--- src/rtl/vid_hwin_pkg.sv ---
package vid_hwin_pkg;
  typedef enum logic [1:0] {
    COMP_NONE = 2'd0,
    COMP_CB   = 2'd1,
    COMP_Y    = 2'd2,
    COMP_CR   = 2'd3
  } comp_e;
endpackage

--- src/rtl/vid_hwin_ref.sv ---
module vid_hwin_ref #(
  parameter int DW = 8,
  parameter int CW = 12
) (
  input  logic          clk_i,
  input  logic          rst_ni,
  input  logic          ref_sel_i,
  input  logic          hs_i,
  input  logic [DW-1:0] data_i,
  output logic [CW-1:0] pos_o,
  output logic          lock_o
);
  localparam int HBIT = DW - 4;
  localparam logic [CW-1:0] POS_MAX = '1;

  logic [DW-1:0] hist_q [3];
  logic          hs_q;
  logic [CW-1:0] pos_q;
  logic          lock_q;
  logic          sav_c, edge_c, ref_c;

  // hist_q[0] is the newest byte
  assign sav_c  = (hist_q[2] == '1) && (hist_q[1] == '0) && (hist_q[0] == '0) && !data_i[HBIT];
  assign edge_c = hs_i && !hs_q;
  assign ref_c  = ref_sel_i ? sav_c : edge_c;

  always_ff @(posedge clk_i or negedge rst_ni) begin
    if (!rst_ni) begin
      for (int i = 0; i < 3; i++) hist_q[i] <= '0;
      hs_q <= 1'b0;
    end else begin
      hist_q[0] <= data_i;
      for (int i = 1; i < 3; i++) hist_q[i] <= hist_q[i-1];
      hs_q <= hs_i;
    end
  end

  always_ff @(posedge clk_i or negedge rst_ni) begin
    if (!rst_ni) begin
      pos_q  <= '0;
      lock_q <= 1'b0;
    end else if (ref_c) begin
      pos_q  <= '0;
      lock_q <= 1'b1;
    end else if (pos_q != POS_MAX) begin
      pos_q  <= pos_q + CW'(1);
    end else begin
      lock_q <= 1'b0;
    end
  end

  assign pos_o  = pos_q;
  assign lock_o = lock_q;

  AST_REF_CLEARS: assert property (@(posedge clk_i) disable iff (!rst_ni)
    ref_c |=> (pos_q == '0) && lock_q);
  AST_EDGE_ONCE: assert property (@(posedge clk_i) disable iff (!rst_ni)
    (!ref_sel_i && hs_i) |=> !(edge_c && $past(hs_i)));
  AST_POS_STEP: assert property (@(posedge clk_i) disable iff (!rst_ni)
    (!ref_c && pos_q != POS_MAX) |=> pos_q == $past(pos_q) + CW'(1));
  AST_LOCK_DROP: assert property (@(posedge clk_i) disable iff (!rst_ni)
    (!ref_c && pos_q == POS_MAX) |=> !lock_q);
endmodule

--- src/rtl/vid_hwin_win.sv ---
module vid_hwin_win
  import vid_hwin_pkg::*;
#(
  parameter int CW = 12
) (
  input  logic [CW-1:0] pos_i,
  input  logic          lock_i,
  input  logic [CW-1:0] begin_i,
  input  logic [CW-1:0] end_i,
  output logic          av_o,
  output comp_e         comp_o
);
  logic [CW-1:0] offs;

  assign offs = pos_i - begin_i;
  assign av_o = lock_i && (begin_i < end_i) && (pos_i >= begin_i) && (pos_i <= end_i);

  always_comb begin
    comp_o = COMP_NONE;
    if (av_o) begin
      unique case (offs[1:0])
        2'd0:    comp_o = COMP_CB;
        2'd2:    comp_o = COMP_CR;
        default: comp_o = COMP_Y;
      endcase
    end
  end
endmodule

--- src/rtl/vid_hwin_dly.sv ---
module vid_hwin_dly
  import vid_hwin_pkg::*;
#(
  parameter int DW    = 8,
  parameter int DELAY = 3
) (
  input  logic          clk_i,
  input  logic          rst_ni,
  input  logic [DW-1:0] data_i,
  input  logic          av_i,
  input  comp_e         comp_i,
  output logic [DW-1:0] data_o,
  output logic          av_o,
  output comp_e         comp_o,
  output logic          clk2_o
);
  localparam int LAST = DELAY - 1;

  logic [DW-1:0] data_q [DELAY];
  logic          av_q   [DELAY];
  comp_e         comp_q [DELAY];
  logic          clk2_q;

  always_ff @(posedge clk_i or negedge rst_ni) begin
    if (!rst_ni) begin
      for (int i = 0; i < DELAY; i++) begin
        data_q[i] <= '0;
        av_q[i]   <= 1'b0;
        comp_q[i] <= COMP_NONE;
      end
    end else begin
      data_q[0] <= data_i;
      av_q[0]   <= av_i;
      comp_q[0] <= comp_i;
      for (int i = 1; i < DELAY; i++) begin
        data_q[i] <= data_q[i-1];
        av_q[i]   <= av_q[i-1];
        comp_q[i] <= comp_q[i-1];
      end
    end
  end

  // force high when the window opens at the output next cycle
  always_ff @(posedge clk_i or negedge rst_ni) begin
    if (!rst_ni)                          clk2_q <= 1'b0;
    else if (av_q[LAST-1] && !av_q[LAST]) clk2_q <= 1'b1;
    else                                  clk2_q <= !clk2_q;
  end

  assign data_o = data_q[LAST];
  assign av_o   = av_q[LAST];
  assign comp_o = comp_q[LAST];
  assign clk2_o = clk2_q;

  AST_FIRST_CB: assert property (@(posedge clk_i) disable iff (!rst_ni)
    $rose(av_o) |-> comp_o == COMP_CB);
  AST_TAG_AV: assert property (@(posedge clk_i) disable iff (!rst_ni)
    av_o == (comp_o != COMP_NONE));
  AST_CLK2_LEAD: assert property (@(posedge clk_i) disable iff (!rst_ni)
    $rose(av_o) |-> clk2_o);
  AST_CLK2_TOGGLE: assert property (@(posedge clk_i) disable iff (!rst_ni)
    ($past(rst_ni) && !$rose(av_o)) |-> clk2_o != $past(clk2_o));
endmodule

--- src/rtl/vid_hwin.sv ---
module vid_hwin
  import vid_hwin_pkg::*;
#(
  parameter int DW    = 8,
  parameter int CW    = 12,
  parameter int DELAY = 3
) (
  input  logic          clk_i,
  input  logic          rst_ni,
  input  logic          ref_sel_i,
  input  logic          hs_i,
  input  logic [DW-1:0] data_i,
  input  logic [CW-1:0] av_begin_i,
  input  logic [CW-1:0] av_end_i,
  output logic [DW-1:0] data_o,
  output logic          av_o,
  output logic [1:0]    comp_o,
  output logic          clk2_o
);
  logic [CW-1:0] pos;
  logic          lock;
  logic          win_av;
  comp_e         win_comp;
  comp_e         out_comp;

  vid_hwin_ref #(.DW(DW), .CW(CW)) u_ref (
    .clk_i     (clk_i),
    .rst_ni    (rst_ni),
    .ref_sel_i (ref_sel_i),
    .hs_i      (hs_i),
    .data_i    (data_i),
    .pos_o     (pos),
    .lock_o    (lock)
  );

  vid_hwin_win #(.CW(CW)) u_win (
    .pos_i   (pos),
    .lock_i  (lock),
    .begin_i (av_begin_i),
    .end_i   (av_end_i),
    .av_o    (win_av),
    .comp_o  (win_comp)
  );

  vid_hwin_dly #(.DW(DW), .DELAY(DELAY)) u_dly (
    .clk_i  (clk_i),
    .rst_ni (rst_ni),
    .data_i (data_i),
    .av_i   (win_av),
    .comp_i (win_comp),
    .data_o (data_o),
    .av_o   (av_o),
    .comp_o (out_comp),
    .clk2_o (clk2_o)
  );

  assign comp_o = out_comp;

  AST_NO_WIN_UNLOCKED: assert property (@(posedge clk_i) disable iff (!rst_ni)
    !lock |-> !win_av);
endmodule

--- config.mk ---
export PLATFORM = sky130hd
export DESIGN_NAME = vid_hwin
export DESIGN_NICKNAME = d
export VERILOG_FILES = /design/src/rtl/vid_hwin_pkg.sv /design/src/rtl/vid_hwin_ref.sv /design/src/rtl/vid_hwin_win.sv /design/src/rtl/vid_hwin_dly.sv /design/src/rtl/vid_hwin.sv
export SDC_FILE = /design/constraint.sdc
export NUM_CORES = 1
export LEC_CHECK = 0
export ABC_AREA = 1
export BUFFER_PORTS_ARGS = -buffer_cell sky130_fd_sc_hd__buf_2
export CORE_ASPECT_RATIO = 2
export CORE_MARGIN = 5
export CORE_UTILIZATION = 39
export CTS_BUF_LIST = sky130_fd_sc_hd__clkbuf_8
export DETAILED_ROUTE_END_ITERATION = 8
export SLEW_MARGIN = 20
export SYNTH_ARGS = -nofsm -noshare
export SYNTH_HDL_FRONTEND = slang
export SYNTH_SLANG_ARGS = --single-unit
--- constraint.sdc ---
create_clock -name clk_i -period 1.6 [get_ports clk_i]
set_input_delay 0.32 -clock clk_i [delete_from_list [all_inputs] [get_ports clk_i]]
set_output_delay 0.32 -clock clk_i [all_outputs]
set_load 0.02 [all_outputs]
==> results.py, run 1 <==
metrics = {
    "outcome": {
        "run_status": "completed",
    },
    "detailed_routing": {
        "viasPerCell": 4.657,
        "drt-total-wl_microns": 6012,
        "ant_nets": 0,
        "drtIter0Drc": 76,
        "drt-pass1-iter-count": 4,
        "vias": 2156,
        "drc_errors": 0,
        "wl_per_cell_microns": 12.98,
    },
    "cells_and_area": {
        "fin_util_pct": 48.42,
        "area_delta_synth_final_pct": 22.64,
        "nNetsFinal": 445,
        "antennaDiodeCount": 0,
        "layout-drive-gt1-share_pct": 27.08,
        "seq_area_sq_um": 1206,
        "nFillCells": 718,
        "multi_input_area_sq_um": 1314,
    },
    "power_and_ir_drop": {
        "power.internal_mw": 2.236,
        "p_leak_nw": 1.817,
        "totalPowerFinal_mw": 3.239,
        "pwr-share-comb_pct": 27.2,
        "swShare_pct": 30.95,
        "clkPwrFrac_pct": 28.2,
        "ir_worst_vdd_v": 0.0005147,
        "p_per_area_nw_per_um2": 971.3,
        "p_sw_mw": 1.002,
        "power_frac_seq_pct": 44.5,
    },
    "synthesis": {
        "yosys_warnings": 0,
        "synth_common_cells": "nand2_1 (64), inv_1 (50), dfrtp_1 (48)",
        "synthTopCellsByArea": "dfrtp_1 (44%), ha_1 (17%), nand2_1 (8.8%)",
        "ys_seq_area_share_pct": 44.18,
        "synth_xor_area_share_pct": 1.611,
        "synthArstFlopShare_pct": 100.0,
        "synth_top_area_share_pct": 44.18,
        "ys_ff_latch": 48,
        "synthMuxAreaShare_pct": 0,
        "syn-num-nets": 383,
        "synth_top_family_by_area": "simple AND/OR/NAND/NOR gates",
        "syn_avg_cell_area_sq_um": 8.771,
        "synth_cells": 310,
        "netlist_area_sq_um": 2719,
        "synth_compound_area_share_pct": 4.924,
        "synth-simple-area-share_pct": 22.14,
        "synth_area_leader_cell": "dfrtp_1",
        "yosysMostFrequentCell": "nand2_1",
        "synth_ff_type": "dfrtp_1",
        "netlist-cell-type-count": 25,
        "synth-edff-count": 0,
        "synth_fa_ha_area_share_pct": 17.30,
    },
    "floorplanning": {
        "die_area_sq_um": 8843,
        "rows": 43,
        "die-height_microns": 128.1,
        "start_util_pct": 39.48,
        "die_x_microns": 69.04,
        "io_pins": 48,
        "core_sq_um": 6887,
    },
    "timing": {
        "whs_ns": 0.1215,
        "timing.final.hold_violations": 0,
        "fin_crit_ns": 1.591,
        "slew_violations": 0,
        "setup_violations": 0,
        "fin_crit_sh_pct": 99.44,
        "rsz0062_at_grt": "true",
        "fmaxAchievable_mhz": 628.5,
        "slew_headroom_pct": 81.78,
        "worst_pin_slew_ns": 0.2725,
        "finalClockSkew_ns": 0.002935,
    },
    "critical_path": {
        "cp_max_fo": 3,
        "critical_path_class": "register to register",
        "cp-end-kind": "register",
        "crit_arrival_ns": 1.78,
        "start_kind": "register",
        "cp.required_ns": 1.79,
    },
    "clock_network": {
        "insertion_delay_ns": 0.29,
        "cts_sinks": 48,
        "clk_pin_slew_ns": 0.09,
        "ctsRootBufferMaster": "clkbuf_8",
        "ctsHtreeMaxLevel": 2,
        "cts_made_buffers": 5,
        "cts_tree": "done",
        "cts_buffer_depth": 2,
    },
    "global_routing": {
        "grt_antenna_before_repair": 0,
        "grt_pass1_vias": 2331,
        "grt_overflow": 0,
        "grt_usage_pct": 14.54,
        "grt_max_degree": 49,
        "grt_pass1_wl_microns": 10180,
    },
    "placed_design": {
        "portBuffers": 47,
        "gp_congestion": 0.8722,
        "dp_hpwl_microns": 4972,
    },
    "hold_path": {
        "min_path_type": "input port to register",
    },
    "job": {
        "maxCapViolations": 0,
    },
}
==> logic make-up (layout without fill, tap and decap cells) <==
| family | count (synthesis) | after routing |
|---|---|---|
| AO/OA/AOI/OAI | 25 | 25 |
| XOR/XNOR | 5 | 5 |
| adder cells (fa/ha/maj) | 37 | 37 |
| buffers and inverters | 61 | 124 |
| flip-flops | 48 | 48 |
| AND/OR/NAND/NOR | 134 | 134 |
==> layout by cell type, fill, tap and decap left out, drive strengths merged, types with 2 or more instances in the layout <==
master	n
a21o	3
a21oi	18
buf	65
clkbuf	6
dfrtp	48
ha	36
inv	50
nand2	66
nand3	12
nand3b	2
nand4	6
nor2	41
nor3	3
o21ai	4
xor2	5
==> per-layer routing <==
layer  up-vias  GRT usage, %  wire length (microns)
li1       1089             -                      -
met3        12         1.962                    169
met1      1019         13.32                   2010
met4         0         7.825                    231
met2        36         29.62                   3601
met5         -             0                      0
==> final cells by class <==
type | count | share of cell area (%)
timing repair buffer | 66 | 11.78
sequential | 48 | 36.17
clock inverter | 2 | 1.163
inverter | 50 | 5.629
multi-input combinational | 201 | 39.40
clock buffer | 6 | 2.477
tap | 90 | 3.377
==> what timing repair did <==
action | 4_1_cts | 5_1_grt
hold buffers | 1 | 0
endpoints found under the hold margin | 9 | 0
gates resized for setup | 7 | 15
pin swaps | 5 | 8
setup buffers | 1 | 1
setup endpoints to repair | 4 | 16
==> through the flow <==
| stage | cell area (sq um) | setup slack, ns | TNS (ns) | instances |
|---|---|---|---|---|
| floorplan | 2719 | 0.07018 | 0 | 310 |
| global placement | 3119 | -0.01940 | -0.04665 | 452 |
| detailed placement | 3119 | -0.04062 | -0.1035 | 452 |
| CTS | 3284 | -0.0001518 | -0.0001518 | 462 |
| global route | 3334 | -0.08981 | -0.3110 | 463 |
| finish | 3334 | 0.008897 | 0 | 463 |
==> final timing paths <==
kind / slack (ns) / cells after the start / start / to
worst max register to register: 0.009 / 10 / u_ref.pos_o[0] / u_dly.comp_q[5]
worst min register to register: 0.36 / 0 / u_dly.comp_q[4] / u_dly.comp_q[2]
max in group asynchronous: 0.82 / 3 / rst_ni / u_ref.pos_o[3]
min in group asynchronous: 0.53 / 3 / rst_ni / u_ref.pos_o[8]
worst min-delay path: 0.12 / 1 / data_i[5] / u_dly.data_q[21]
worst max-delay path: 0.009 / 10 / u_ref.pos_o[0] / u_dly.comp_q[5]
==> state kept, by name (all words and copies together) (netlist names) <==
signal and count:
u_dly.data_q 16, u_ref.lock_o 1, u_ref.pos_o 12, u_dly.av_o 1
u_dly.av_q 2, u_dly.comp_o 2, u_ref.hs_q 1, u_dly.clk2_o 1
u_dly.comp_q 4, u_dly.data_o 8
==> worst max-delay path, cell delays in order (launching register included) <==
cell,delay [ns]
dfrtp_2,0.45
inv_2,0.09
ha_4,0.13
inv_2,0.03
fa_2,0.35
nand3_2,0.07
nand2_2,0.05
nand3_2,0.05
nand4_1,0.10
nand3_2,0.12
nor2_1,0.04
==> power by group through the flow <==
stage,combinational (mW),sequential [mW],clock [mW]
after floorplan,0.467,1.46,0
after global placement,0.782,1.44,0
after detailed placement,0.814,1.45,0
after CTS,0.850,1.43,0.940
after global routing,1.00,1.46,0.999
final,0.882,1.44,0.914
(Power assumes the default switching activity.)
==> run 2: changes to the inputs <==
clock period = 2.05 ns   (was 1.6 ns; I/O delays follow)
==> run 2 against run 1 <==
  * Power fell by 26%
  * Count of clock-buffer cells in the layout unchanged
  * Die area is the same
  * Hold slack improved by 0.030 ns
  * Critical endpoint is now u_dly.comp_q[4]
  * Clock skew grew 0.0044 ns
  * Design area down 5.9%
  * Non-clock buffer count down 15
  * Sequential share of layout area rose by 2.1 points
  * Global-route usage decreased by 0.71 points
  * Sequential cell count stayed put
  * Via count decreased by 4.1%
  * Highest routed layer unchanged
  * Worst setup slack improved by 0.23 ns
==> results.py, run 2 (synthesized netlist as in run 1, its figures left out) <==
metrics = {
    "outcome": {
        "run_status": "completed",
    },
    "floorplanning": {
        "die-height_microns": 128.1,
        "start_util_pct": 39.48,
        "die_x_microns": 69.04,
        "core_sq_um": 6887,
        "rows": 43,
        "io_pins": 48,
        "die_area_sq_um": 8843,
    },
    "critical_path": {
        "cp-end-kind": "register",
        "path_buf_inv": 2,
        "start_kind": "register",
        "slowest_stage": "dfrtp_1",
        "critical_path_class": "register to register",
        "crit_cells": 10,
        "slowest_delay_ns": 0.45,
        "rr_worst_depth": 10,
        "cp.required_ns": 2.24,
        "crit_chain": "inv_1, ha_1, inv_1, fa_1, nand3_1, nand2_1, nand3_1, nand4_1, nand3_1, nor2_1",
        "cp_top_family": "adder cells",
        "cp_max_fo": 6,
        "crit_arrival_ns": 2.00,
        "path_common_cell": "nand3_1",
    },
    "cells_and_area": {
        "area_delta_synth_final_pct": 15.42,
        "fin_util_pct": 45.57,
        "antennaDiodeCount": 0,
        "final_common_cell": "nand2_1",
        "multi_input_area_sq_um": 1250,
        "nNetsFinal": 430,
        "largest_reg_flops": 16,
        "seq_area_sq_um": 1201,
        "layout-drive-gt1-share_pct": 19.55,
        "final_cell_mix": "nand2_1 (64), inv_1 (50), dfrtp_1 (48)",
        "fin_cells": 448,
        "regMostFlops": "u_dly.data_q",
        "fin_area_sq_um": 3138,
        "nFillCells": 731,
    },
    "clock_network": {
        "ctsRootBufferMaster": "clkbuf_8",
        "cts_setup_buffers": 0,
        "cts_made_buffers": 5,
        "cts_hold_buf": 0,
        "cts_buffer_depth": 2,
        "ctsHtreeMaxLevel": 2,
        "clk_pin_slew_ns": 0.09,
        "cts_sinks": 48,
        "cts_tree": "done",
        "ctsResizeCount": 0,
        "insertion_delay_ns": 0.30,
    },
    "global_routing": {
        "top_usage_layer": "met2",
        "grt_max_degree": 33,
        "use_met3_pct": 1.727,
        "met1_usage_pct": 11.83,
        "grt_overflow": 0,
        "grt_use_met2_pct": 28.49,
        "grt_usage_pct": 13.83,
        "grt_antenna_before_repair": 0,
        "grt_pass1_wl_microns": 9577,
        "grt_pass1_vias": 2204,
    },
    "detailed_routing": {
        "wl_per_cell_microns": 12.53,
        "drt-pass1-iter-count": 4,
        "drt-total-wl_microns": 5614,
        "viasPerCell": 4.616,
        "vias": 2068,
        "drc_errors": 0,
        "drtIter0Drc": 68,
        "ant_nets": 0,
    },
    "hold_path": {
        "min_path_type": "input port to asynchronous set/reset pin",
    },
    "placed_design": {
        "gp_congestion": 0.8737,
        "dp_cells": 440,
        "portBuffers": 47,
        "dp_hpwl_microns": 4714,
        "dpl-instance-area_sq_um": 3017,
    },
    "power_and_ir_drop": {
        "ir_worst_vdd_v": 0.0002921,
        "p_leak_nw": 1.743,
        "p_per_area_nw_per_um2": 765.2,
    },
    "timing": {
        "setup_violations": 0,
        "timing.final.hold_violations": 0,
        "rsz0062_at_grt": "false",
        "setup_tns_ns": 0,
        "finalClockSkew_ns": 0.007350,
        "slew_headroom_pct": 52.85,
        "fin_crit_ns": 1.812,
        "slew_violations": 0,
        "worst_pin_slew_ns": 0.7072,
        "fmaxAchievable_mhz": 551.8,
        "fin_crit_sh_pct": 88.40,
    },
    "job": {
        "maxCapViolations": 0,
    },
}
run 2: area by class of cell:
type,count,share of cell area [%]
inverters,50,5.981
well taps,90,3.589
clock buffers,6,2.632
clock inverters,2,1.236
repair buffers,51,8.453
flip-flops and latches,48,38.28
multi-input cells,201,39.83
run 2: stage by stage:
step / hold WS, ns / setup slack (ns) / power [mW]
3_5_place_dp: 0.3356 / 0.2450 / 1.716
6_report: 0.1512 / 0.2378 / 2.401
2_1_floorplan: 0.1144 / 0.5202 / 1.500
3_3_place_gp: 0.3321 / 0.2650 / 1.704
5_1_grt: 0.1993 / 0.09237 / 2.561
4_1_cts: 0.1828 / 0.2294 / 2.435
run 2: per-layer routing:
layer	routed length [microns]	part of all wire [%]
met3	177	3.2
met4	273	4.9
met1	1771	32
met2	3392	60
met5	0	0
run 2: final timing paths:
check | startpoint | to | slack [ns]
min in group clk_i | data_i[7] | u_dly.data_q[23] | 0.21
hold reg to reg | u_dly.comp_q[3] | u_dly.comp_o[1] | 0.35
setup reg to reg | u_ref.pos_o[0] | u_dly.comp_q[4] | 0.24
max in group asynchronous | rst_ni | u_dly.data_q[14] | 1.28
setup / recovery | u_ref.pos_o[0] | u_dly.comp_q[4] | 0.24
hold / removal | rst_ni | u_ref.lock_o | 0.15
run 2: worst reg2reg max path, cell delays in order, from the launching register on:
cell,delay [ns]
dfrtp_1,0.45
inv_1,0.17
ha_1,0.17
inv_1,0.04
fa_1,0.37
nand3_1,0.08
nand2_1,0.09
nand3_1,0.08
nand4_1,0.07
nand3_1,0.14
nor2_1,0.06
run 2: power by group:
group	internal [mW]	total (mW)	leakage (nW)	switching [mW]
Combinational	0.238	0.572	1.09	0.334
Clock	0.399	0.714	0.0614	0.315
Sequential	1.03	1.12	0.596	0.0903
==> run 3: changes to the inputs <==
CORE_UTILIZATION = 35   (was 39)
==> run 3 against run 2 <==
  * Critical path depth stayed put
  * Power fell by 2.4%
  * Hold slack improved by 0.0092 ns
  * Critical endpoint unchanged
  * Via count grew 1.5%
  * Combinational power decreased by 1%
==> results.py, run 3 (synthesized netlist as in run 1, its figures left out) <==
metrics = {
    "outcome": {
        "run_status": "completed",
    },
    "clock_network": {
        "ctsRootBufferMaster": "clkbuf_8",
        "cts_hold_buf": 0,
        "cts_sinks": 48,
        "insertion_delay_ns": 0.30,
        "cts_tree": "done",
        "clk_pin_slew_ns": 0.09,
        "cts_buffer_depth": 2,
        "ctsResizeCount": 0,
        "cts_setup_buffers": 0,
        "cts_made_buffers": 5,
        "ctsHtreeMaxLevel": 2,
    },
    "detailed_routing": {
        "drtIter0Drc": 62,
        "vias": 2099,
        "drt-total-wl_microns": 5820,
        "drc_errors": 0,
        "wl_per_cell_microns": 12.90,
        "ant_nets": 0,
        "drt-pass1-iter-count": 4,
        "viasPerCell": 4.654,
    },
    "timing": {
        "finalClockSkew_ns": 0.01155,
        "setup_violations": 0,
        "rsz0062_at_grt": "false",
        "timing.final.hold_violations": 0,
        "slew_headroom_pct": 51.54,
        "worst_pin_slew_ns": 0.7269,
        "fmaxAchievable_mhz": 550.7,
        "slew_violations": 0,
        "fin_crit_sh_pct": 88.58,
        "setup_tns_ns": 0,
        "fin_crit_ns": 1.816,
    },
    "critical_path": {
        "critical_path_class": "register to register",
        "cp.required_ns": 2.23,
        "start_kind": "register",
        "cp_max_fo": 6,
        "cp-end-kind": "register",
        "crit_arrival_ns": 2.00,
    },
    "global_routing": {
        "grt_pass1_vias": 2056,
        "grt_max_degree": 33,
        "grt_usage_pct": 12.03,
        "grt_pass1_wl_microns": 8963,
        "grt_antenna_before_repair": 0,
        "grt_overflow": 0,
    },
    "power_and_ir_drop": {
        "ir_worst_vdd_v": 0.0003670,
        "p_leak_nw": 1.736,
        "p_per_area_nw_per_um2": 750.8,
    },
    "placed_design": {
        "dp_hpwl_microns": 4856,
        "gp_congestion": 0.9462,
        "dp_cells": 443,
        "portBuffers": 47,
    },
    "floorplanning": {
        "die_x_microns": 72.32,
        "die_area_sq_um": 9738,
        "die-height_microns": 134.6,
        "io_pins": 48,
        "core_sq_um": 7601,
        "start_util_pct": 35.77,
        "rows": 45,
    },
    "cells_and_area": {
        "layout-drive-gt1-share_pct": 19.05,
        "final_cell_mix": "nand2_1 (64), inv_1 (51), dfrtp_1 (48)",
        "fin_util_pct": 41.07,
        "final_common_cell": "nand2_1",
        "area_delta_synth_final_pct": 14.82,
        "nNetsFinal": 429,
        "fin_cells": 451,
        "regMostFlops": "u_dly.data_q",
        "largest_reg_flops": 16,
        "antennaDiodeCount": 0,
    },
    "job": {
        "maxCapViolations": 0,
    },
    "hold_path": {
        "min_path_type": "input port to asynchronous set/reset pin",
    },
}
## run 3: changes by cell type in the layout (fill, tap and decap cells not counted), sizes merged
cell,change
clkbuf,-1
buf,-1
inv,+1
## run 3: where the power goes
group | total, mW | internal (mW) | leakage, nW | switching [mW]
Clock | 0.659 | 0.357 | 0.0593 | 0.302
Combinational | 0.564 | 0.238 | 1.08 | 0.326
Sequential | 1.12 | 1.03 | 0.596 | 0.0961
## run 3: layout make-up
class                   instances  area, sq um
clock buffers                   5        68.82
clock inverters                 3        38.79
fillers                       804         4479
inverters                      50        187.7
multi-input cells             201         1250
flip-flops and latches         48         1201
well taps                      94        117.6
repair buffers                 50        257.7
## run 3: metal layers
layer	vias up	share of wire, %	GRT usage, %
li1	1059	-	-
met1	1001	35	11.01
met2	32	59	24.37
met3	7	2.7	0.8942
met4	0	3.1	6.799
met5	-	0	0
## run 3: path summary, 6_finish.rpt
| kind | from | slack, ns | endpoint | depth (start not counted) |
|---|---|---|---|---|
| hold / removal | rst_ni | 0.16 | u_ref.pos_o[1] | 1 |
| setup reg to reg | u_ref.pos_o[0] | 0.23 | u_dly.comp_q[4] | 10 |
| setup / recovery | u_ref.pos_o[0] | 0.23 | u_dly.comp_q[4] | 10 |
| max in group asynchronous | rst_ni | 1.25 | u_dly.data_o[6] | 2 |
| min in group clk_i | data_i[7] | 0.22 | u_dly.data_q[23] | 1 |
| hold reg to reg | u_dly.comp_q[2] | 0.35 | u_dly.comp_o[0] | 0 |
## run 3: worst max-delay path, cell delays in order, from the launching register on
cell     delay, ns
dfrtp_1       0.46
inv_1         0.15
ha_1          0.16
inv_1         0.04
fa_1          0.37
nand3_1       0.08
nand2_1       0.08
nand3_1       0.08
nand4_1       0.08
nand3_1       0.14
nor2_1        0.06
## run 3: per-stage QoR
stage               power (mW)  area, sq um  hold WS (ns)  setup slack (ns)
CTS                      2.375         3122        0.1746            0.2403
global route             2.495         3122        0.2003           0.07212
global placement         1.692         3014        0.3320            0.3079
floorplan                1.500         2719        0.1144            0.5202
finish                   2.344         3122        0.1604            0.2341
detailed placement       1.711         3014        0.3356            0.2331
